### config.mk
export PLATFORM = sky130hd
export DESIGN_NAME = dma_slave_hs
export DESIGN_NICKNAME = d
export VERILOG_FILES = /design/src/rtl/dmahs_pkg.sv /design/src/rtl/dmahs_regs.sv /design/src/rtl/dmahs_sync.sv /design/src/rtl/dmahs_fsm.sv /design/src/rtl/dma_slave_hs.sv
export SDC_FILE = /design/constraint.sdc
export NUM_CORES = 1
export LEC_CHECK = 0
export BUFFER_PORTS_ARGS = -buffer_cell sky130_fd_sc_hd__buf_2
export CORE_ASPECT_RATIO = 1.1
export CORE_MARGIN = 10
export CORE_UTILIZATION = 45
export DETAILED_ROUTE_END_ITERATION = 16
export HOLD_SLACK_MARGIN = 0.05
export PLACE_DENSITY_LB_ADDON = 0.3
export SYNTH_ARGS = -nofsm -noshare
export SYNTH_HDL_FRONTEND = slang
export SYNTH_HIERARCHICAL = 1
export SYNTH_SLANG_ARGS = --single-unit
### constraint.sdc
create_clock -name clk -period 2.6 [get_ports clk]
set_clock_uncertainty 0.1 [all_clocks]
set_input_delay 0.39 -clock clk [delete_from_list [all_inputs] [get_ports clk]]
set_output_delay 0.39 -clock clk [all_outputs]
set_load 0.03 [all_outputs]
### src/rtl/dmahs_pkg.sv
`timescale 1ns/1ps
package dmahs_pkg;
    typedef enum logic [1:0] {
        ST_IDLE,
        ST_REQ,
        ST_GAP,
        ST_DONE
    } hs_state_t;

    localparam logic [6:0] ADDR_CFG  = 7'h21;
    localparam logic [6:0] ADDR_CNT  = 7'h22;
    localparam logic [6:0] ADDR_STAT = 7'h23;

    localparam int CFG_START = 0;
    localparam int CFG_ISEL  = 1;
    localparam int CFG_BURST = 2;
endpackage

### src/rtl/dmahs_regs.sv
`timescale 1ns/1ps
module dmahs_regs
    import dmahs_pkg::*;
#(
    parameter int DW = 16,
    parameter int CW = 16
) (
    input  logic          clk,
    input  logic          rst_n,
    input  logic          reg_sel,
    input  logic [7:0]    reg_addr,
    input  logic [DW-1:0] reg_wdata,
    input  logic          done_set,
    output logic [DW-1:0] reg_rdata,
    output logic          cnt_sel,
    output logic          burst_mode,
    output logic [CW-1:0] xfer_cnt,
    output logic          start_q,
    output logic          done
);
    logic       is_wr;
    logic [6:0] idx;
    logic [2:0] cfg;
    logic       unused_wbits;

    assign is_wr        = reg_sel && reg_addr[7];
    assign idx          = reg_addr[6:0];
    assign cnt_sel      = cfg[CFG_ISEL];
    assign burst_mode   = cfg[CFG_BURST];
    assign unused_wbits = ^reg_wdata;

    always_ff @(posedge clk or negedge rst_n) begin
        if (!rst_n) begin
            cfg      <= '0;
            xfer_cnt <= '0;
            start_q  <= 1'b0;
            done     <= 1'b0;
        end else begin
            start_q <= 1'b0;
            if (is_wr && idx == ADDR_CFG) begin
                cfg     <= reg_wdata[2:0];
                start_q <= reg_wdata[CFG_START];
            end
            if (is_wr && idx == ADDR_CNT) begin
                xfer_cnt <= reg_wdata[CW-1:0];
            end
            if (done_set) begin
                done <= 1'b1;
            end else if (start_q || (is_wr && idx == ADDR_STAT)) begin
                done <= 1'b0;
            end
        end
    end

    always_comb begin
        reg_rdata = '0;
        case (idx)
            ADDR_CFG:  reg_rdata[2:0] = cfg;
            ADDR_CNT:  reg_rdata      = DW'(xfer_cnt);
            ADDR_STAT: reg_rdata[0]   = done;
            default:   reg_rdata      = '0;
        endcase
    end
endmodule

### src/rtl/dmahs_sync.sv
`timescale 1ns/1ps
module dmahs_sync #(
    parameter int STAGES = 2
) (
    input  logic clk,
    input  logic rst_n,
    input  logic async_n,
    output logic sync_n
);
    logic [STAGES-1:0] chain;

    always_ff @(posedge clk or negedge rst_n) begin
        if (!rst_n) begin
            chain <= '1;
        end else begin
            chain <= {chain[STAGES-2:0], async_n};
        end
    end

    assign sync_n = chain[STAGES-1];
endmodule

### src/rtl/dmahs_fsm.sv
`timescale 1ns/1ps
module dmahs_fsm
    import dmahs_pkg::*;
#(
    parameter int CW        = 16,
    parameter int BURST_LEN = 4
) (
    input  logic          clk,
    input  logic          rst_n,
    input  logic          start,
    input  logic          cnt_sel,
    input  logic          burst_mode,
    input  logic [CW-1:0] xfer_cnt,
    input  logic          eot_ext,
    input  logic          word_any,
    output logic          dreq,
    output logic          take,
    output logic          done_set
);
    localparam int BW = (BURST_LEN > 1) ? $clog2(BURST_LEN) : 1;
    localparam logic [BW-1:0] LAST_BEAT = BW'(BURST_LEN - 1);

    hs_state_t     state, nxt;
    logic [CW-1:0] byte_cnt, byte_nx;
    logic [BW-1:0] beat;
    logic          hit, win_end, ext_end;

    assign take    = (state == ST_REQ) && word_any;
    assign byte_nx = byte_cnt + CW'(2);
    assign hit     = cnt_sel && take && (byte_nx == xfer_cnt);
    assign win_end = !burst_mode || (beat == LAST_BEAT);
    assign ext_end = !cnt_sel && eot_ext && (state == ST_REQ || state == ST_GAP);

    always_comb begin
        nxt = state;
        if (start) begin
            nxt = (cnt_sel && xfer_cnt == '0) ? ST_DONE : ST_REQ;
        end else begin
            unique case (state)
                ST_IDLE: nxt = ST_IDLE;
                ST_REQ: begin
                    if (ext_end || hit)      nxt = ST_DONE;
                    else if (take && win_end) nxt = ST_GAP;
                    else                     nxt = ST_REQ;
                end
                ST_GAP:  nxt = ext_end ? ST_DONE : ST_REQ;
                ST_DONE: nxt = ST_DONE;
                default: nxt = ST_IDLE;
            endcase
        end
    end

    always_ff @(posedge clk or negedge rst_n) begin
        if (!rst_n) state <= ST_IDLE;
        else        state <= nxt;
    end

    always_ff @(posedge clk or negedge rst_n) begin
        if (!rst_n) begin
            byte_cnt <= '0;
            beat     <= '0;
        end else if (start) begin
            byte_cnt <= '0;
            beat     <= '0;
        end else if (take) begin
            byte_cnt <= byte_nx;
            beat     <= win_end ? '0 : beat + BW'(1);
        end
    end

    always_comb begin
        dreq     = (state == ST_REQ);
        done_set = (nxt == ST_DONE) && (state != ST_DONE || start);
    end
endmodule

### src/rtl/dma_slave_hs.sv
`timescale 1ns/1ps
module dma_slave_hs #(
    parameter int DW          = 16,
    parameter int CW          = 16,
    parameter int BURST_LEN   = 4,
    parameter int SYNC_STAGES = 2
) (
    input  logic          clk,
    input  logic          rst_n,
    input  logic          reg_sel,
    input  logic [7:0]    reg_addr,
    input  logic [DW-1:0] reg_wdata,
    output logic [DW-1:0] reg_rdata,
    output logic          dreq,
    input  logic          dack_n,
    input  logic          rd_n,
    input  logic          wr_n,
    input  logic          eot_n,
    input  logic [DW-1:0] dma_din,
    output logic [DW-1:0] dma_dout,
    output logic          dma_doe,
    output logic          push_valid,
    output logic [DW-1:0] push_data,
    input  logic [DW-1:0] pop_data,
    output logic          pop_ack,
    output logic          done
);
    logic          cnt_sel, burst_mode, start_q, done_set;
    logic [CW-1:0] xfer_cnt;
    logic          eot_sync_n, word_any, take;

    dmahs_regs #(.DW(DW), .CW(CW)) u_regs (
        .clk        (clk),
        .rst_n      (rst_n),
        .reg_sel    (reg_sel),
        .reg_addr   (reg_addr),
        .reg_wdata  (reg_wdata),
        .done_set   (done_set),
        .reg_rdata  (reg_rdata),
        .cnt_sel    (cnt_sel),
        .burst_mode (burst_mode),
        .xfer_cnt   (xfer_cnt),
        .start_q    (start_q),
        .done       (done)
    );

    dmahs_sync #(.STAGES(SYNC_STAGES)) u_sync (
        .clk     (clk),
        .rst_n   (rst_n),
        .async_n (eot_n),
        .sync_n  (eot_sync_n)
    );

    assign word_any = !dack_n && (!rd_n || !wr_n);

    dmahs_fsm #(.CW(CW), .BURST_LEN(BURST_LEN)) u_fsm (
        .clk        (clk),
        .rst_n      (rst_n),
        .start      (start_q),
        .cnt_sel    (cnt_sel),
        .burst_mode (burst_mode),
        .xfer_cnt   (xfer_cnt),
        .eot_ext    (!eot_sync_n),
        .word_any   (word_any),
        .dreq       (dreq),
        .take       (take),
        .done_set   (done_set)
    );

    assign push_valid = take && !wr_n;
    assign push_data  = dma_din;
    assign pop_ack    = take && !rd_n && wr_n;
    assign dma_doe    = pop_ack;
    assign dma_dout   = pop_data;
endmodule

; Word-level counts from Yosys, hierarchy flattened
; Cells that the tools add are included.
[word_totals]
register_bits = 43
input_bits = 63
word_cells = 69
[classes]
addsub = 2
n_eq_ne = 10
n_mux = 17
reduce_logical = 32
[ops]
columns = cell, n
row1 = two-way mux 16 bit, 2
row2 = equality test 7 x 6 -> 1 bit (second input constant), 3
row3 = adder 16 x 2 -> 16 bit (second input constant), 1
row4 = equality test 16 bit, 1
row5 = logical AND 1 bit, 16
row6 = logical NOT 16 bit, 1
row7 = two-way mux 2 bit, 8
row8 = two-way mux 13 bit, 1
row9 = equality test 2 bit (second input constant), 4
row10 = one-hot mux 2 bit (4 select lines), 1
row11 = logical NOT 1 bit, 6
row12 = logical OR 1 bit, 6
row13 = one-hot mux 2 bit (2 select lines), 1
row14 = nonzero test 2 bit, 2
row15 = two-way mux 1 bit, 3
row16 = one-hot mux 1 bit (3 select lines), 1
row17 = adder 2 x 1 -> 2 bit (second input constant), 1
row18 = equality test 2 x 1 -> 1 bit (second input constant), 1
row19 = logical NOT 2 bit, 1
row20 = inequality test 2 bit (second input constant), 1

; Depth between registers and ports, before layout
[depth]
depth_word = 13
depth_mapped = 10
mapped_depth_nobuf = 10

; By module
; Netlist, hierarchy kept.
[by_module_without_submodules]
columns = module, n_inst, cells_per_inst, area_each_um2, seq_area_each_um2
row1 = dmahs_fsm, 1, 195, 1652.8, 475.5
row2 = dmahs_regs, 1, 81, 1059.8, 525.5
row3 = dma_slave_hs, 1, 37, 271.5, 0.0
row4 = dmahs_sync, 1, 2, 52.6, 52.6

; Worst setup path before layout
; OpenSTA, ideal clock, no wires.
[synth_path]
path_type = register -> register
from = reg u_fsm.state[1]
to = reg u_regs.done
arrival_time_ns = 2.384
required_ns = 2.422
slack_ns = 0.038
stages_incl_launch_ff = 11
path_buffers = 0
period_less_slack_ns = 2.562
path_cell_list = dfrtp_1 inv_1 ha_1 and4b_1 o2111ai_1 a2111oi_0 o2111ai_1 nor4_2 o22a_2 o211a_1 o21bai_1
[synth_between]
elab_chain_cells = 11
word_cells_on_any_way = 22
classes_between = eq/ne: 5 / mux: 6 / reduce/logical: 11
[synth_lines]
columns = element, line_no
row1 = from (decl), dmahs_fsm.sv:23  ; hs_state_t state, nxt;
row2 = from (signal assigned), dmahs_fsm.sv:55  ; else state <= nxt;
row3 = equality test 2 x 1 -> 1 bit (*), -
row4 = net dreq, dma_slave_hs.sv:14  ; output logic dreq,
row5 = logical AND 1 bit, dmahs_fsm.sv:28  ; assign take = (state == ST_REQ) && word_any;
row6 = logical AND 1 bit (2 in a row), dmahs_fsm.sv:30  ; assign hit = cnt_sel && take && (byte_nx == xfer_cnt);
row7 = logical OR 1 bit, dmahs_fsm.sv:42  ; if (ext_end || hit) nxt = ST_DONE;
row8 = two-way mux 2 bit, dmahs_fsm.sv:42
row9 = one-hot mux 2 bit (4 select lines) (*), dmahs_fsm.sv:39  ; unique case (state)
row10 = two-way mux 2 bit (*), dmahs_fsm.sv:36  ; if (start) begin
row11 = net u_fsm.nxt[1], dmahs_fsm.sv:23
row12 = equality test 2 bit (*), dmahs_fsm.sv:73  ; done_set = (nxt == ST_DONE) && (state != ST_DONE || start);
row13 = logical AND 1 bit (*), dmahs_fsm.sv:73
row14 = net done_set, dma_slave_hs.sv:28  ; logic cnt_sel, burst_mode, start_q, done_set;
row15 = two-way mux 1 bit / nonzero test 2 bit (equally long branches), -
row16 = to (signal assigned), dmahs_regs.sv:37  ; done <= 1'b0;
row17 = to (signal assigned), dmahs_regs.sv:48  ; done <= 1'b1;
row18 = to (signal assigned), dmahs_regs.sv:50  ; done <= 1'b0;
row19 = to (decl), dmahs_regs.sv:19  ; output logic done
; The timed path passes the listed nets; every way through them passes the cells marked *.
; A chain may end at the register's enable or synchronous reset.

; Worst setup path after layout
[layout_path]
from = reg u_fsm.byte_cnt[1]
to = reg u_regs.done
[layout_between]
elab_chain_cells = 10
word_cells_on_any_way = 11
classes_between = add/sub: 1 / eq/ne: 2 / mux: 4 / reduce/logical: 4
[layout_lines]
columns = element, line_no
row1 = from (decl), dmahs_fsm.sv:24  ; logic [CW-1:0] byte_cnt, byte_nx;
row2 = from (signal assigned), dmahs_fsm.sv:66  ; byte_cnt <= byte_nx;
row3 = adder 16 x 2 -> 16 bit (*), dmahs_fsm.sv:29  ; assign byte_nx = byte_cnt + CW'(2);
row4 = equality test 16 bit (*), dmahs_fsm.sv:30
row5 = logical AND 1 bit (*), dmahs_fsm.sv:30
row6 = logical OR 1 bit (*), dmahs_fsm.sv:42
row7 = two-way mux 2 bit (*), dmahs_fsm.sv:42
row8 = one-hot mux 2 bit (4 select lines) (*), dmahs_fsm.sv:39
row9 = two-way mux 2 bit (*), dmahs_fsm.sv:36
row10 = equality test 2 bit (*), dmahs_fsm.sv:73
row11 = logical AND 1 bit (*), dmahs_fsm.sv:73
row12 = net done_set, dma_slave_hs.sv:28
row13 = two-way mux 1 bit / nonzero test 2 bit (equally long branches), -
; Marks and branches as above.

==> run_results.csv <==
group,metric,value,unit
outcome,status,"complete, no violations",
logic_synthesis,async_flop_share,100.0,%
power_and_ir_drop,powerDensity,399.4,nW/µm²
floorplanning,die_w,98.33,µm
critical_path,worstPathMaxFanout,5,
logic_synthesis,ys_seq_area_share,34.69,%
logic_synthesis,synthCells,315,
critical_path,worstSetupPathType,"flop to flop",
power_and_ir_drop,p_leak,1.633,nW
critical_path,cp.arrival,2.59,ns
routing,drt-pass1-iter-count,4,
place,pre_cts_slack,0.01643,ns
global_routing,grt_pass1_vias,2407,
cells_and_area,nets,417,
power_and_ir_drop,ir_drop,237.6,µV
power_and_ir_drop,swShare,23.76,%
logic_synthesis,syn-cell-area,3037,µm²
clock_network,tritoncts,"yes",
power_and_ir_drop,clock_power_share,38.8,%
clock_network,cts_sinks,42,
global_routing,grt-ovfl-total,0,
critical_path,worst_setup_path_end_kind,"flop",
floorplanning,core_region_area,6594,µm²
place,gp_congestion,0.8576,
logic_synthesis,ys_seq_elements,42,
global_routing,grt_pass1_wl,11.72,mm
sta,drv_slew,0,
place,hpwl,5.254,mm
place,portBuffers,51,
routing,drcViolationCount,0,
logic_synthesis,syn-num-nets,384,
floorplanning,num_rows,31,
logic_synthesis,synth_area_per_cell,9.640,µm²
clock_network,clock_latency,0.31,ns
cells_and_area,layout-drive-gt1-share,34.38,%
routing,wl_per_cell,15.84,µm
power_and_ir_drop,p_sw,319.7,µW
job,cap_viol_max_count,0,
sta,tightest_slew,0.9709,ns
cells_and_area,areaGrowthSynthToFinish,10.92,%
floorplanning,fp.dieH,106.2,µm
clock_network,cts-root-buf,"clkbuf_8",
power_and_ir_drop,power.internal,1.026,mW
routing,vias,2347,
floorplanning,dieArea,10440,µm²
sta,hold_viol,0,
clock_network,cts.htree.levels,2,
routing,vias_per_cell,5.445,
cells_and_area,fin_util,51.08,%
global_routing,grt_max_degree,43,
logic_synthesis,netlist-cell-type-count,60,
power_and_ir_drop,combPwrFrac,9.3,%
sta,setup_viol,0,
floorplanning,initial_core_util,46.05,%
clock_network,cts_hold_buf,0,
floorplanning,io_pins,116,
sta,holdWs,0.07156,ns
clock_network,cts_max_path_buffers,2,
sta,tns,0,ns
global_routing,antenna_found_initial,0,
sta,min_period,2.494,ns
logic_synthesis,synth-warning-count,6,
sta,max_slew_margin,35.28,%
clock_network,clk_pin_slew_worst_paths,0.09,ns
global_routing,grt_usage,13.23,%
critical_path,cp.required,2.69,ns
power_and_ir_drop,seq_power_share,51.9,%
routing,ant_nets,0,
sta,finalCritPeriodShare,95.93,%
sta,fmax,0.4009,GHz
critical_path,start_kind,"flop",
logic_synthesis,synth_edf_count,0,
logic_synthesis,synth_ff_type,"dfrtp_1",
routing,drtIter0Drc,136,
worst_hold_path,hold_class,"input port to flop",
routing,wl,6.829,mm
clock_network,numCtsBuffers,5,
cells_and_area,n_antenna_cell,0,
sta,setup_slack,0.1057,ns
sta,grt_setup_unrepaired,"true",
-- flip-flops by register name, indices dropped and copies added (netlist names) --
register,cells
u_regs/xfer_cnt,16
u_regs/done,1
u_fsm/state,2
u_regs/cfg,3
u_sync/chain,2
u_regs/start_q,1
u_fsm/beat,2
u_fsm/byte_cnt,15
-- repair_timing --
item	CTS	global route
buffers inserted	0	2
endpoints found under the setup margin	0	1
gates resized for setup	0	10
endpoints found under the hold margin	0	0
-- synth_stat cells (8+ instances only) --
| library cell | instances | area (µm²) |
|---|---|---|
| nor2_1 | 29 | 108.9 |
| buf_4 | 38 | 285.3 |
| and2_1 | 15 | 93.84 |
| xor2_1 | 11 | 96.34 |
| nand2_1 | 15 | 56.30 |
| mux2_2 | 10 | 112.6 |
| dfrtp_1 | 40 | 1001 |
| nand3_1 | 9 | 45.04 |
| nor3_1 | 8 | 40.04 |
| nor4_1 | 8 | 50.05 |
| xnor2_1 | 19 | 166.4 |
| mux2_4 | 11 | 165.2 |
-- area by class of cell --
type,count,area [µm²]
fillers,628,3226
clock inverters,2,37.54
well taps,82,102.6
clock buffers,6,72.57
multi-input cells,221,1653
repair buffers,72,425.4
inverters,6,22.52
flip-flops and latches,42,1055
-- power groups by stage --
stage                     Combinational [mW]  Sequential, mW  Clock (mW)
after floorplan                        0.159           0.706           0
after global placement                 0.123           0.709           0
after detailed placement               0.126           0.710           0
after CTS                              0.126           0.697       0.536
after global routing                   0.140           0.701       0.562
final                                  0.125           0.698       0.522
-- per-stage QoR --
stage | std cells | instance area, µm² | power, mW
after floorplan | 315 | 3037 | 0.8647
after global placement | 421 | 3202 | 0.8325
after detailed placement | 421 | 3202 | 0.8356
after CTS | 429 | 3312 | 1.359
after global routing | 431 | 3368 | 1.403
final | 431 | 3368 | 1.345
-- critical path, stage by stage, from the launching register on --
cell      delay, ns
dfrtp_1        0.40
buf_4          0.16
nand3_1        0.17
or3_1          0.36
and3_1         0.18
o32ai_1        0.20
nor4_2         0.11
or4_1          0.41
o211a_1        0.14
o21bai_1       0.14
-- layer usage --
layer / track usage, % / part of all wire (%)
met3: 3.886 / 6.2
met4: 5.738 / 1.8
met1: 16.77 / 47
met5: 0 / 0
met2: 20.34 / 45
-- placed cells by master, fill, tap and decap left out, types with 8 or more instances in the layout --
cell | synthesis | final
buf_2 | 1 | 51
dfrtp_1 | 40 | 39
nor2_1 | 29 | 29
buf_4 | 38 | 20
xnor2_1 | 19 | 18
nand2_1 | 15 | 15
and2_1 | 15 | 15
mux2_4 | 11 | 11
xor2_1 | 11 | 11
mux2_2 | 10 | 10
nand3_1 | 9 | 9
nor4_1 | 8 | 8
-- worst paths after layout --
kind                                 endpoint  slack, ns  depth (start not counted)              start
max                               u_regs/done       0.11                          9  u_fsm/byte_cnt[1]
min                           u_sync/chain[0]       0.07                          1              eot_n
max reg2reg                       u_regs/done       0.11                          9  u_fsm/byte_cnt[1]
min reg2reg                   u_sync/chain[1]       0.26                          0    u_sync/chain[0]
max in group asynchronous   u_fsm/byte_cnt[3]       1.60                          1              rst_n
min in group asynchronous  u_fsm/byte_cnt[10]       0.12                          1              rst_n
-- kinds of logic after synthesis --
family	count (synthesis)	share of synthesized area, %
buffers and inverters	52	12.20
and+or+nand+nor	129	24.47
adders and majority gates	6	2.472
muxes	22	9.477
xor gates and xnor gates	30	8.653
DFF	42	34.69
AOI/OAI and AO/OA	34	8.035
Note: power is estimated with default switching activity, not from simulation.
